===== src/rtl/refmon_pkg.sv =====
// Shared types for the reference loss monitor.
package refmon_pkg;

    // Monitor decision states.
    // PRIME: the current window is being discarded.
    // RUN:   the reference is healthy.
    // DOWN:  power-down is requested.
    // REC:   power-down is requested and one passing window has been seen.
    typedef enum logic [1:0] {
        ST_PRIME = 2'd0,
        ST_RUN   = 2'd1,
        ST_DOWN  = 2'd2,
        ST_REC   = 2'd3
    } mon_state_t;

endpackage


===== src/rtl/refmon_sync.sv =====
// Brings the asynchronous reference into the monitor clock domain.
// The first two flops form the synchronizer and the third delays the
// synchronized value for edge detection. rise_pulse lasts one cycle per
// reference rising edge.
// Assumes that the reference stays high and low for at least one monitor
// period each.
module refmon_sync #(
    parameter int STAGES = 2
) (
    input  logic clk_mon,
    input  logic rst_n,
    input  logic ref_clk,
    output logic rise_pulse
);
    localparam int DEPTH = STAGES + 1;

    logic [DEPTH-1:0] pipe;

    // Shift the reference through the synchronizer and the edge-detect flop.
    always_ff @(posedge clk_mon) begin
        if (!rst_n) pipe <= '0;
        else        pipe <= {pipe[DEPTH-2:0], ref_clk};
    end

    assign rise_pulse = pipe[DEPTH-2] & ~pipe[DEPTH-1];
endmodule


===== src/rtl/refmon_window.sv =====
// Window timer and edge counter. When the monitor is active, it counts
// rise pulses over WIN_LEN cycles. In the last cycle of a window it raises
// win_done for one cycle, and win_ok reports whether the count, including
// that cycle's pulse, reached thresh. When the monitor is inactive, both
// counters are held at zero, so the next window starts fresh.
// Assumes that at most one rise pulse arrives every two cycles, so the
// edge count fits in CNT_W bits.
module refmon_window #(
    parameter int WIN_LEN = 64,
    parameter int CNT_W   = $clog2(WIN_LEN + 1)
) (
    input  logic             clk_mon,
    input  logic             rst_n,
    input  logic             active,
    input  logic             rise_pulse,
    input  logic [CNT_W-1:0] thresh,
    output logic             win_done,
    output logic             win_ok
);
    localparam int TW = $clog2(WIN_LEN);
    localparam logic [TW-1:0] LAST = TW'(WIN_LEN - 1);

    logic [TW-1:0]    tick;
    logic [CNT_W-1:0] edges;
    logic [CNT_W-1:0] total;

    assign total    = edges + CNT_W'(rise_pulse);
    assign win_done = active && (tick == LAST);
    assign win_ok   = (total >= thresh);

    // Advance the window timer and restart it at the end of each window.
    always_ff @(posedge clk_mon) begin
        if (!rst_n || !active) tick <= '0;
        else if (tick == LAST)  tick <= '0;
        else                    tick <= tick + 1'b1;
    end

    // Accumulate edges within the window and clear them when it closes.
    always_ff @(posedge clk_mon) begin
        if (!rst_n || !active) edges <= '0;
        else if (win_done)      edges <= '0;
        else                    edges <= total;
    end
endmodule


===== src/rtl/refmon_fsm.sv =====
// Power-down decision with hysteresis. It discards the first window after
// the monitor becomes active, asserts on one failing window, and releases
// after two consecutive passing windows. When the monitor is inactive, it
// returns to the discard state and the request is cleared.
module refmon_fsm
    import refmon_pkg::*;
(
    input  logic clk_mon,
    input  logic rst_n,
    input  logic active,
    input  logic win_done,
    input  logic win_ok,
    output logic pd_req
);
    mon_state_t state, state_nx;

    // Next-state decision, taken only at window boundaries.
    always_comb begin
        state_nx = state;
        if (win_done) begin
            unique case (state)
                ST_PRIME: state_nx = ST_RUN;
                ST_RUN:   state_nx = win_ok ? ST_RUN : ST_DOWN;
                ST_DOWN:  state_nx = win_ok ? ST_REC : ST_DOWN;
                ST_REC:   state_nx = win_ok ? ST_RUN : ST_DOWN;
                default:  state_nx = ST_PRIME;
            endcase
        end
    end

    // State register. Reset or an inactive monitor returns it to discard.
    always_ff @(posedge clk_mon) begin
        if (!rst_n || !active) state <= ST_PRIME;
        else                   state <= state_nx;
    end

    assign pd_req = (state == ST_DOWN) || (state == ST_REC);
endmodule


===== src/rtl/ref_loss_monitor.sv =====
// Top level of the reference loss power-down monitor. The monitor runs
// only when auto power-down is enabled and no output takes the reference
// directly. pll_off merges the fanout-mode PLL shutdown with the
// power-down request.
// Assumes that clk_mon runs at more than twice the highest reference
// frequency.
module ref_loss_monitor #(
    parameter int WIN_LEN     = 64,
    parameter int SYNC_STAGES = 2,
    parameter int CNT_W       = $clog2(WIN_LEN + 1)
) (
    input  logic             clk_mon,
    input  logic             rst_n,
    input  logic             ref_clk,
    input  logic             apd_en,
    input  logic             ref_direct,
    input  logic             fanout_mode,
    input  logic [CNT_W-1:0] thresh,
    output logic             pd_req,
    output logic             pll_off
);
    logic mon_active;
    logic rise_pulse;
    logic win_done;
    logic win_ok;

    assign mon_active = apd_en & ~ref_direct;

    refmon_sync #(.STAGES(SYNC_STAGES)) u_sync (
        .clk_mon    (clk_mon),
        .rst_n      (rst_n),
        .ref_clk    (ref_clk),
        .rise_pulse (rise_pulse)
    );

    refmon_window #(.WIN_LEN(WIN_LEN), .CNT_W(CNT_W)) u_win (
        .clk_mon    (clk_mon),
        .rst_n      (rst_n),
        .active     (mon_active),
        .rise_pulse (rise_pulse),
        .thresh     (thresh),
        .win_done   (win_done),
        .win_ok     (win_ok)
    );

    refmon_fsm u_fsm (
        .clk_mon  (clk_mon),
        .rst_n    (rst_n),
        .active   (mon_active),
        .win_done (win_done),
        .win_ok   (win_ok),
        .pd_req   (pd_req)
    );

    assign pll_off = fanout_mode | pd_req;
endmodule


===== config.mk =====
export PLATFORM = sky130hd
export DESIGN_NAME = ref_loss_monitor
export DESIGN_NICKNAME = d
export VERILOG_FILES = /design/src/rtl/refmon_pkg.sv /design/src/rtl/refmon_sync.sv /design/src/rtl/refmon_window.sv /design/src/rtl/refmon_fsm.sv /design/src/rtl/ref_loss_monitor.sv
export SDC_FILE = /design/constraint.sdc
export NUM_CORES = 1
export LEC_CHECK = 0
export BUFFER_PORTS_ARGS = -buffer_cell sky130_fd_sc_hd__buf_2
export CAP_MARGIN = 20
export CORE_MARGIN = 10
export CORE_UTILIZATION = 44
export CTS_BUF_LIST = sky130_fd_sc_hd__clkbuf_8
export DETAILED_ROUTE_END_ITERATION = 10
export GPL_ROUTABILITY_DRIVEN = 0
export GPL_TIMING_DRIVEN = 0
export PLACE_DENSITY = 0.72
export SLEW_MARGIN = 30
export SYNTH_ARGS = -nofsm -noshare
export SYNTH_HDL_FRONTEND = slang
export SYNTH_SLANG_ARGS = --single-unit
export TNS_END_PERCENT = 30

===== constraint.sdc =====
create_clock -name clk_mon -period 3 [get_ports clk_mon]
set_clock_uncertainty 0.05 [all_clocks]
set_input_delay 0.6 -clock clk_mon [delete_from_list [all_inputs] [get_ports clk_mon]]
set_output_delay 0.6 -clock clk_mon [all_outputs]
set_load 0.02 [all_outputs]

After elaboration in Yosys (flattened, before gate mapping)
Cells that the tools add are included.

word-level totals
  bits in registers = 18
  bits of input ports = 13
  output and inout bits = 2
  logic and storage cells = 28

operators by class
  $add $sub $neg = 2
  order comparisons = 1
  equality and inequality tests = 4
  muxes and demuxes = 3
  bitwise operators = 5
  reductions and logical operators = 9

operator list
  cell                   count
  $add A7 B1 Y7          1
  $ge A7 B7 Y1           1
  $add A6 B1 Y6 const B  1
  $eq A6 B6 Y1 const B   1
  $pmux W2 S3            1
  $reduce_or A2 Y1       3
  $eq A2 B2 Y1 const B   2
  $and A1 B1 Y1          2
  $eq A2 B1 Y1 const B   1
  $logic_not A1 Y1       2
  $logic_not A2 Y1       1
  $logic_or A1 B1 Y1     2
  $mux W2                1
  $not A1 Y1             2
  $logic_and A1 B1 Y1    1
  $mux W1                1
  $or A1 B1 Y1           1

Logic depth before layout (Yosys ltp)
Gate-level depths: netlist of the first run.

  depth in word-level cells = 6
  depth in mapped cells = 10
  depth with buffers taken out = 10

By module
A second synthesis of the first run with hierarchy kept.

second synthesis, totals
  cell total of the unflattened synthesis = 104
  area, all modules = 923.4 um2

modules (own cells, without submodules)
  module            instances  cells an instance  area each (um2)  seq. area each (um2)
  refmon_window     1          86                 730.7            260.2
  refmon_sync       1          7                  92.6             60.1
  refmon_fsm        1          9                  87.6             40.0
  ref_loss_monitor  1          2                  12.5             0.0

Worst setup path after synthesis of the first run
Ideal clock, no wire load.

  kind = register -> register
  start = register u_sync.pipe[1]
  end = register u_fsm.state[0]
  setup time = 0.119 ns
  data arrival time = 1.941 ns
  required time = 2.831 ns
  path slack = 0.890 ns
  stages on the path, launching flop included = 10
  path buffers = 0
  period minus slack after synthesis = 2.110 ns
  path through = dfxtp_1 nor2b_1 ha_1 ha_1 xor2_1 ha_1 a211o_1 a31oi_1 o211ai_1 o221a_1

on the way
  cells in the longest elaborated chain, start to end = 5
  elaborated cells on any way between the ends = 6
  classes of those cells = add/sub (1); order compare (1); mux (3); bitwise (1)

RTL lines
  what                                       RTL line                                              RTL
  start, declared                            refmon_sync.sv:17                                     logic [DEPTH-1:0] pipe;
  start signal, assigned                     refmon_sync.sv:22                                     else pipe <= {pipe[DEPTH-2:0], ref_clk};
  $and A1 B1 Y1 (*)                          refmon_sync.sv:25                                     assign rise_pulse = pipe[DEPTH-2] & ~pipe[DEPTH-1];
  $add A7 B1 Y7 (*)                          refmon_window.sv:27                                   assign total = edges + CNT_W'(rise_pulse);
  net u_win.total[2]                         refmon_window.sv:25                                   logic [CNT_W-1:0] total;
  $ge A7 B7 Y1 (*)                           refmon_window.sv:29                                   assign win_ok = (total >= thresh);
  $mux W2 / $mux W1 (equally long branches)  refmon_fsm.sv:23, refmon_fsm.sv:25, refmon_fsm.sv:24
  $pmux W2 S3 (*)                            refmon_fsm.sv:21                                      unique case (state)
  end signal, assigned                       refmon_fsm.sv:34                                      else state <= state_nx;
  end, declared                              refmon_fsm.sv:15                                      mon_state_t state, state_nx;

Mark *: on every way through the listed nets, which the timed path passes. The rest lies on a longest branch.
A chain may end at the register's enable or synchronous reset.

Worst setup path after layout of the first run
Same ends and word-level chain as after synthesis.

==> results of run 1 <==
[worst max path at each step]
stage                                          from                           to  depth (start not counted)
after CTS                 u_sync.pipe[1]$_SDFF_PN0_  u_fsm.state[0]$_SDFFE_PP0P_                          9
after global placement    u_sync.pipe[1]$_SDFF_PN0_  u_fsm.state[0]$_SDFFE_PP0P_                          9
final                     u_sync.pipe[1]$_SDFF_PN0_  u_fsm.state[0]$_SDFFE_PP0P_                          9
after detailed placement  u_sync.pipe[1]$_SDFF_PN0_  u_fsm.state[0]$_SDFFE_PP0P_                          9
after global routing      u_sync.pipe[1]$_SDFF_PN0_  u_fsm.state[0]$_SDFFE_PP0P_                          9
after floorplan           u_sync.pipe[1]$_SDFF_PN0_  u_fsm.state[0]$_SDFFE_PP0P_                          9
[critical path: stages (launching register included)]
cell      delay (ns)
dfxtp_1         0.31
nor2b_1         0.13
ha_1            0.20
ha_1            0.22
xor2_1          0.22
ha_1            0.28
a211o_1         0.25
a31oi_1         0.19
o211ai_1        0.13
o221a_1         0.24
[metrics by stage]
step | util, % | power (mW) | instance area (um2)
2_1_floorplan | - | 0.261 | 862
3_3_place_gp | 54.0 | 0.272 | 963
3_5_place_dp | 54.0 | 0.273 | 963
4_1_cts | 57.1 | 0.465 | 1020
5_1_grt | 57.1 | 0.482 | 1020
6_report | 57.1 | 0.462 | 1020
[registers in the layout, summed over array words and instances (netlist names), named ones only]
signal / count
u_win.tick: 6
u_fsm.state: 1
u_sync.pipe: 3
u_win.edges: 7
[cells by family after synthesis]
family	after synthesis	share of synthesized area, %
fa+ha+maj	10	14.5
flops	18	41.8
simple gates	34	20.2
buf+inv	12	5.37
compound gates	12	10.0
xor+xnor	8	8.13
[Yosys cell counts (2+ instances only)]
library cell / number / area share, %
dfxtp_1: 18 / 42
nor2_1: 11 / 4.8
ha_1: 10 / 15
inv_1: 10 / 4.4
nand3_1: 6 / 3.5
nor2b_1: 6 / 4.4
xor2_1: 5 / 5.1
and2_1: 3 / 2.2
nand2_1: 3 / 1.3
xnor2_1: 3 / 3.0
a21oi_1: 2 / 1.2
[placed cells by master (no fill, tap or decap), types with 2 or more instances in the layout]
master	synthesis	final
ha_1	10	10
nor2_1	11	11
nand2_1	3	3
xnor2_1	3	3
inv_1	10	10
clkbuf_8	0	4
xor2_1	5	5
buf_2	1	15
dfxtp_1	18	18
a21oi_1	2	2
and2_1	3	3
nand3_1	6	6
nor2b_1	6	6
[metal layers]
layer  routed length (um)  share of wire [%]  up-vias
met4                   25                1.6        0
met1                  765                 50      300
met5                    0                  0        -
met2                  656                 43       14
li1                     -                  -      351
met3                   85                5.5        4
[where the power goes]
group          leakage (nW)  internal (mW)  switching [mW]
Combinational         0.303         0.0131          0.0123
Clock                0.0288          0.116          0.0776
Sequential            0.146          0.241         0.00105
Total                 0.478          0.371          0.0910
[layout make-up]
type	count	area, um2
plain buffers	2	8.76
inverters	10	37.5
clock buffers	4	55.1
fillers	165	764
well taps	25	31.3
repair buffers	14	70.1
flip-flops and latches	18	360
multi-input cells	64	455
==> results.sh, run 1 <==
export IMPL_fin_cells=137
export IMPL_reg2reg_depth=9
export IMPL_synth_warnings=0
export IMPL_cts_made_buffers=3
export IMPL_ys_types=28
export IMPL_hold_viol=0
export IMPL_clk_latency_ns=0.25
export IMPL_cts_setup_buffers=0
export IMPL_worst_pin_slew_ns=0.285
export IMPL_worst_setup_path_end_kind="flip-flop"
export IMPL_ant_nets=0
export IMPL_ys_seq_area_share_pct=41.8
export IMPL_viasPerCell=4.88
export IMPL_final_min_clock_period_ns=2.34
export IMPL_drt_iter0_markers=6
export IMPL_async_reset_ff_share_pct=0
export IMPL_die_h_um=64.3
export IMPL_path_class="flip-flop to flip-flop"
export IMPL_period_share_pct=78.0
export IMPL_hold_end="u_sync.pipe[1]$_SDFF_PN0_"
export IMPL_rows=15
export IMPL_status="finished clean"
export IMPL_place_ws_ns=0.668
export IMPL_grt_busiest_layer="met2"
export IMPL_drt_pass1_iterations=3
export IMPL_met1_usage_pct=9.66
export IMPL_whs_path_depth=1
export IMPL_cts_sinks=18
export IMPL_clockRootBuffer="clkbuf_8"
export IMPL_syn_inst=94
export IMPL_grtUsageMet2_pct=12.9
export IMPL_postCtsHoldBufs=0
export IMPL_synth_ff_type="dfxtp_1"
export IMPL_track_usage_pct=8.23
export IMPL_postSynthNetCount=117
export IMPL_ys_ff_latch=18
export IMPL_holdWs_ns=0.392
export IMPL_rr_startpoint="u_sync.pipe[1]$_SDFF_PN0_"
export IMPL_clk_path_buf_depth=2
export IMPL_htree_levels=1
export IMPL_dr_total_vias=669
export IMPL_worst_slack_ns=0.661
export IMPL_routed_wl_um=1530
export IMPL_dp_hpwl_um=1220
export IMPL_cp_max_fo=3
export IMPL_max_cap_violations=0
export IMPL_synth_area_um2=862
export IMPL_dp_cells=133
export IMPL_synth_avg_cell_area_um2=9.17
export IMPL_synth_edff_count=0
export IMPL_antennaDiodeCount=0
export IMPL_worstSetupStartpointType="flip-flop"
export IMPL_numPortBuffers=14
export IMPL_ir_drop_uv=331
export IMPL_pin_count=15
export IMPL_cts_tree="done"
export IMPL_final_setup_tns_ns=0
export IMPL_initial_core_util_pct=48.4
export IMPL_fmax_mhz=427
export IMPL_arrival_ns=2.43
export IMPL_gr_total_overflow=0
export IMPL_clk_transition_reported_paths_ns=0.07
export IMPL_drc=0
export IMPL_grt_first_pass_wirelength_um=2840
export IMPL_grt_pass1_vias=715
export IMPL_slew_headroom_pct=80.7
export IMPL_nets=136
export IMPL_min_path_type="flip-flop to flip-flop"
export IMPL_r2r_end="u_fsm.state[0]$_SDFFE_PP0P_"
export IMPL_p_leak_nw=0.478
export IMPL_p_per_area_nw_per_um2=453
export IMPL_antenna_found_initial=0
export IMPL_dieArea_um2=4130
export IMPL_drive_above_1_share_pct=17.9
export IMPL_slew_viol_final=0
export IMPL_worst_ep_required_time_ns=3.09
export IMPL_met3_usage_pct=2.96
export IMPL_rsz0062_at_grt="no"
export IMPL_min_from="u_sync.pipe[0]$_SDFF_PN0_"
export IMPL_cts_resized=0
export IMPL_reg2reg_slack_ns=0.66
export IMPL_wl_per_cell_um=11.2
export IMPL_coreArea_um2=1780
export IMPL_setup_viol=0
export IMPL_syn_to_final_growth_pct=18.1
export IMPL_die_w_um=64.3
export IMPL_grt_start_max_net_pins=11
No activity file was read; power rests on OpenSTA's default activity.
==> run 2, diff against run 1 <==
- PLACE_DENSITY: 0.72 -> 0.75
- clock period: 3 -> 2 ns (I/O delays scaled with it)
==> results.sh, run 2 (synthesis results as in run 1) <==
export IMPL_status="finished with violations"
export IMPL_violations="negative setup slack"
export IMPL_ir_drop_uv=476
export IMPL_p_leak_nw=0.484
export IMPL_antennaDiodeCount=0
export IMPL_worst_slack_ns=-0.195
export IMPL_worst_ep_required_time_ns=2.09
export IMPL_layout_commonest_cell="dfxtp_1"
export IMPL_final_min_clock_period_ns=2.20
export IMPL_final_cell_mix="dfxtp_1, buf_2, nor2_1"
export IMPL_placed_area_um2=978
export IMPL_syn_to_final_growth_pct=25.4
export IMPL_largest_reg_flops=7
export IMPL_cts_sinks=18
export IMPL_routed_wl_um=1840
export IMPL_clockRootBuffer="clkbuf_8"
export IMPL_gr_total_overflow=0
export IMPL_dp_hpwl_um=1390
export IMPL_rr_startpoint="u_sync.pipe[1]$_SDFF_PN0_"
export IMPL_nFillCells=152
export IMPL_drt_iter0_markers=8
export IMPL_worst_pin_slew_ns=0.330
export IMPL_die_h_um=64.3
export IMPL_max_cap_violations=0
export IMPL_postCtsHoldBufs=0
export IMPL_track_usage_pct=10.1
export IMPL_min_path_type="input port to flip-flop"
export IMPL_cts_tree="done"
export IMPL_hold_viol=0
export IMPL_cts_made_buffers=3
export IMPL_clk_transition_reported_paths_ns=0.06
export IMPL_fmax_mhz=455
export IMPL_p_per_area_nw_per_um2=646
export IMPL_slew_viol_final=0
export IMPL_path_class="flip-flop to flip-flop"
export IMPL_clk_path_buf_depth=2
export IMPL_endpoint="u_fsm.state[0]$_SDFFE_PP0P_"
export IMPL_regMostFlops="u_win.edges"
export IMPL_grt_first_pass_wirelength_um=3350
export IMPL_die_w_um=64.3
export IMPL_cp_max_fo=3
export IMPL_rows=15
export IMPL_pin_count=15
export IMPL_grt_start_max_net_pins=11
export IMPL_period_share_pct=110
export IMPL_drc=0
export IMPL_coreArea_um2=1780
export IMPL_r2r_end="u_fsm.state[0]$_SDFFE_PP0P_"
export IMPL_viasPerCell=4.96
export IMPL_worst_setup_path_end_kind="flip-flop"
export IMPL_drt_pass1_iterations=3
export IMPL_clk_latency_ns=0.25
export IMPL_worstSetupStartpointType="flip-flop"
export IMPL_reg2reg_depth=9
export IMPL_top_regs="u_win.edges x7, u_win.tick x6, u_sync.pipe x3"
export IMPL_nets=138
export IMPL_grt_pass1_vias=752
export IMPL_setup_viol=2
export IMPL_arrival_ns=2.29
export IMPL_slew_headroom_pct=77.7
export IMPL_dieArea_um2=4130
export IMPL_final_setup_tns_ns=-0.352
export IMPL_place_ws_ns=-0.349
export IMPL_fin_area_um2=1080
export IMPL_rsz0062_at_grt="yes"
export IMPL_initial_core_util_pct=48.4
export IMPL_drive_above_1_share_pct=24.6
export IMPL_numPortBuffers=14
export IMPL_crit_start="u_sync.pipe[1]$_SDFF_PN0_"
export IMPL_dr_total_vias=690
export IMPL_wl_per_cell_um=13.2
export IMPL_ant_nets=0
export IMPL_htree_levels=1
export IMPL_reg2reg_slack_ns=-0.20
export IMPL_antenna_found_initial=0
[run 2: final cells by class]
class	instances	area [um2]	share of cell area, %
repair buffers	16	85.1	7.87
inverters	10	37.5	3.47
clock buffers	4	55.1	5.09
well taps	25	31.3	2.89
plain buffers	2	8.76	0.810
flip-flops and latches	18	362	33.4
multi-input cells	64	502	46.4
[run 2: through the flow]
step	total power, mW	util, %	cells	hold WS [ns]
finish	0.698	60.6	139	0.324
global route	0.726	60.6	139	0.334
CTS	0.702	60.2	138	0.323
detailed placement	0.412	54.9	133	0.381
global placement	0.408	54.9	133	0.368
floorplan	0.392	-	94	0.362
[run 2: per-layer routing]
metal	GRT usage [%]	vias to the layer above	part of all wire (%)
met5	0	-	0
met4	4.01	0	1.5
met3	2.96	4	4.4
met2	18.1	14	50
met1	10.7	320	44
li1	-	352	-
[run 2: power breakdown]
part,total [mW],switching [mW],internal (mW)
Combinational,0.0459,0.0217,0.0242
Clock,0.288,0.113,0.175
Sequential,0.365,0.00220,0.362
[run 2: repair_timing]
action	in CTS	in global routing
endpoints found under the setup margin	2	2
pin swaps	3	2
resized for setup	6	0
buffers inserted	1	1
endpoints found under the hold margin	0	0
[run 2: worst min path at each step]
stage | depth (start not counted) | from | end | slack [ns]
CTS | 2 | ref_clk | u_sync.pipe[0]$_SDFF_PN0_ | 0.32
detailed placement | 1 | u_sync.pipe[0]$_SDFF_PN0_ | u_sync.pipe[1]$_SDFF_PN0_ | 0.38
global route | 2 | ref_clk | u_sync.pipe[0]$_SDFF_PN0_ | 0.33
floorplan | 1 | u_sync.pipe[0]$_SDFF_PN0_ | u_sync.pipe[1]$_SDFF_PN0_ | 0.36
finish | 2 | ref_clk | u_sync.pipe[0]$_SDFF_PN0_ | 0.32
global placement | 1 | u_sync.pipe[0]$_SDFF_PN0_ | u_sync.pipe[1]$_SDFF_PN0_ | 0.37
[run 2: critical path: stages, from the launching register on]
cell,delay [ns]
dfxtp_2,0.32
nor2b_4,0.13
ha_4,0.17
ha_4,0.17
xor2_2,0.15
ha_1,0.32
a211o_1,0.27
a31oi_2,0.17
o211ai_1,0.12
o221a_1,0.22
==> run 3, diff against run 2 <==
- PLACE_DENSITY: 0.75 -> 0.69
==> results.sh, run 3 (synthesis results as in run 1) <==
export IMPL_worst_ep_required_time_ns=2.10
export IMPL_final_cell_mix="dfxtp_1, buf_2, inv_1, nor2_1, ha_1"
export IMPL_slew_headroom_pct=81.3
export IMPL_worstPathCellList="nor2b_4 > ha_4 > ha_4 > xor2_2 > ha_1 > a211o_1 > a31oi_1 > o211ai_1 > o221a_1"
export IMPL_worst_path_largest_cell_delay_ns=0.32
export IMPL_htree_levels=1
export IMPL_die_h_um=64.3
export IMPL_layout_commonest_cell="dfxtp_1"
export IMPL_viasPerCell=4.72
export IMPL_wl_per_cell_um=10.7
export IMPL_violations="negative setup slack"
export IMPL_clk_transition_reported_paths_ns=0.07
export IMPL_regMostFlops="u_win.edges"
export IMPL_slowest_stage="dfxtp_2"
export IMPL_min_from="ref_clk"
export IMPL_min_path_type="input port to flip-flop"
export IMPL_worstSetupStartpointType="flip-flop"
export IMPL_coreArea_um2=1780
export IMPL_grt_start_max_net_pins=11
export IMPL_nFillCells=171
export IMPL_antenna_found_initial=0
export IMPL_status="finished with violations"
export IMPL_rows=15
export IMPL_place_ws_ns=-0.250
export IMPL_arrival_ns=2.32
export IMPL_numPortBuffers=14
export IMPL_routed_wl_um=1480
export IMPL_slew_viol_final=0
export IMPL_final_min_clock_period_ns=2.22
export IMPL_pin_count=15
export IMPL_cts_made_buffers=3
export IMPL_rsz0062_at_grt="yes"
export IMPL_holdWs_ns=0.305
export IMPL_drt_iter0_markers=8
export IMPL_cp_common_cell="ha_4"
export IMPL_drt_pass1_iterations=4
export IMPL_track_usage_pct=7.94
export IMPL_drive_above_1_share_pct=23.9
export IMPL_path_class="flip-flop to flip-flop"
export IMPL_die_w_um=64.3
export IMPL_utilization_pct=60.0
export IMPL_hold_viol=0
export IMPL_clockRootBuffer="clkbuf_8"
export IMPL_fmax_mhz=450
export IMPL_grt_pass1_vias=651
export IMPL_initial_core_util_pct=48.4
export IMPL_nets=137
export IMPL_period_share_pct=111
export IMPL_rr_startpoint="u_sync.pipe[1]$_SDFF_PN0_"
export IMPL_worst_setup_path_end_kind="flip-flop"
export IMPL_p_total_uw=699
export IMPL_grt_first_pass_wirelength_um=2690
export IMPL_dieArea_um2=4130
export IMPL_clk_path_buf_depth=2
export IMPL_setup_viol=2
export IMPL_p_per_area_nw_per_um2=654
export IMPL_gr_total_overflow=0
export IMPL_dp_hpwl_um=1200
export IMPL_antennaDiodeCount=0
export IMPL_worst_pin_slew_ns=0.278
export IMPL_p_leak_nw=0.478
export IMPL_top_regs="u_win.edges x7, u_win.tick x6, u_sync.pipe x3"
export IMPL_crit_start="u_sync.pipe[1]$_SDFF_PN0_"
export IMPL_ant_nets=0
export IMPL_worst_slack_ns=-0.222
export IMPL_drc=0
export IMPL_ir_drop_uv=593
export IMPL_cts_sinks=18
export IMPL_clk_latency_ns=0.25
export IMPL_cp_max_fo=3
export IMPL_cts_tree="done"
export IMPL_syn_to_final_growth_pct=24.1
export IMPL_max_cap_violations=0
export IMPL_largest_reg_flops=7
export IMPL_dr_total_vias=652
## run 3: changes by cell type in the layout (fill, tap and decap cells not counted)
cell     delta
buf_4       -1
nor2_2      +1
nor2_1      -1
a31oi_2     -1
a31oi_1     +1
## run 3: final cells by class
| cell class | count | area [um2] | share of cell area, % |
|---|---|---|---|
| buffer | 2 | 8.76 | 0.819 |
| clock buffer | 4 | 55.1 | 5.15 |
| inverter | 10 | 37.5 | 3.51 |
| multi-input combinational | 64 | 498 | 46.5 |
| sequential | 18 | 362 | 33.8 |
| tap | 25 | 31.3 | 2.92 |
| timing repair buffer | 15 | 77.6 | 7.25 |
## run 3: critical path: cells and delay by family, from the launching register on
kind	cells	cell delay [ns]
flip-flops	1	0.32
adder cells (fa/ha/maj)	3	0.65
AO/OA/AOI/OAI	4	0.84
AND/OR/NAND/NOR	1	0.12
XOR/XNOR	1	0.14
## run 3: routing by layer
| layer | up-vias | routed length (um) | GRT usage (%) |
|---|---|---|---|
| li1 | 353 | - | - |
| met1 | 285 | 733 | 8.64 |
| met2 | 12 | 635 | 12.4 |
| met3 | 2 | 94 | 5.05 |
| met4 | 0 | 12 | 2.41 |
| met5 | - | 0 | 0 |
## run 3: timing repair
action	CTS	global route
endpoints found under the hold margin	0	0
pin swaps	3	6
hold buffers	0	0
setup buffers	0	1
setup endpoints to repair	2	2
resized for setup	1	5
cloned	0	0
## run 3: report_power, final
group | switching, mW | total [mW] | leakage, nW | internal, mW
Clock | 0.120 | 0.295 | 0.0288 | 0.175
Sequential | 0.00178 | 0.364 | 0.146 | 0.362
Combinational | 0.0187 | 0.0404 | 0.304 | 0.0217
## run 3: metrics by stage
step | cell area (um2) | setup TNS, ns | cells
after floorplan | 877 | -0.0775 | 94
after global placement | 978 | -0.422 | 133
after detailed placement | 978 | -0.434 | 133
after CTS | 1040 | -0.345 | 137
after global routing | 1070 | -0.581 | 138
final | 1070 | -0.383 | 138
## run 3: path summary, 6_finish.rpt
| path | end | slack [ns] | cells after the start |
|---|---|---|---|
| setup / recovery | u_fsm.state[0]$_SDFFE_PP0P_ | -0.22 | 9 |
| hold / removal | u_sync.pipe[0]$_SDFF_PN0_ | 0.31 | 2 |
| setup reg to reg | u_fsm.state[0]$_SDFFE_PP0P_ | -0.22 | 9 |
| hold reg to reg | u_sync.pipe[1]$_SDFF_PN0_ | 0.39 | 1 |
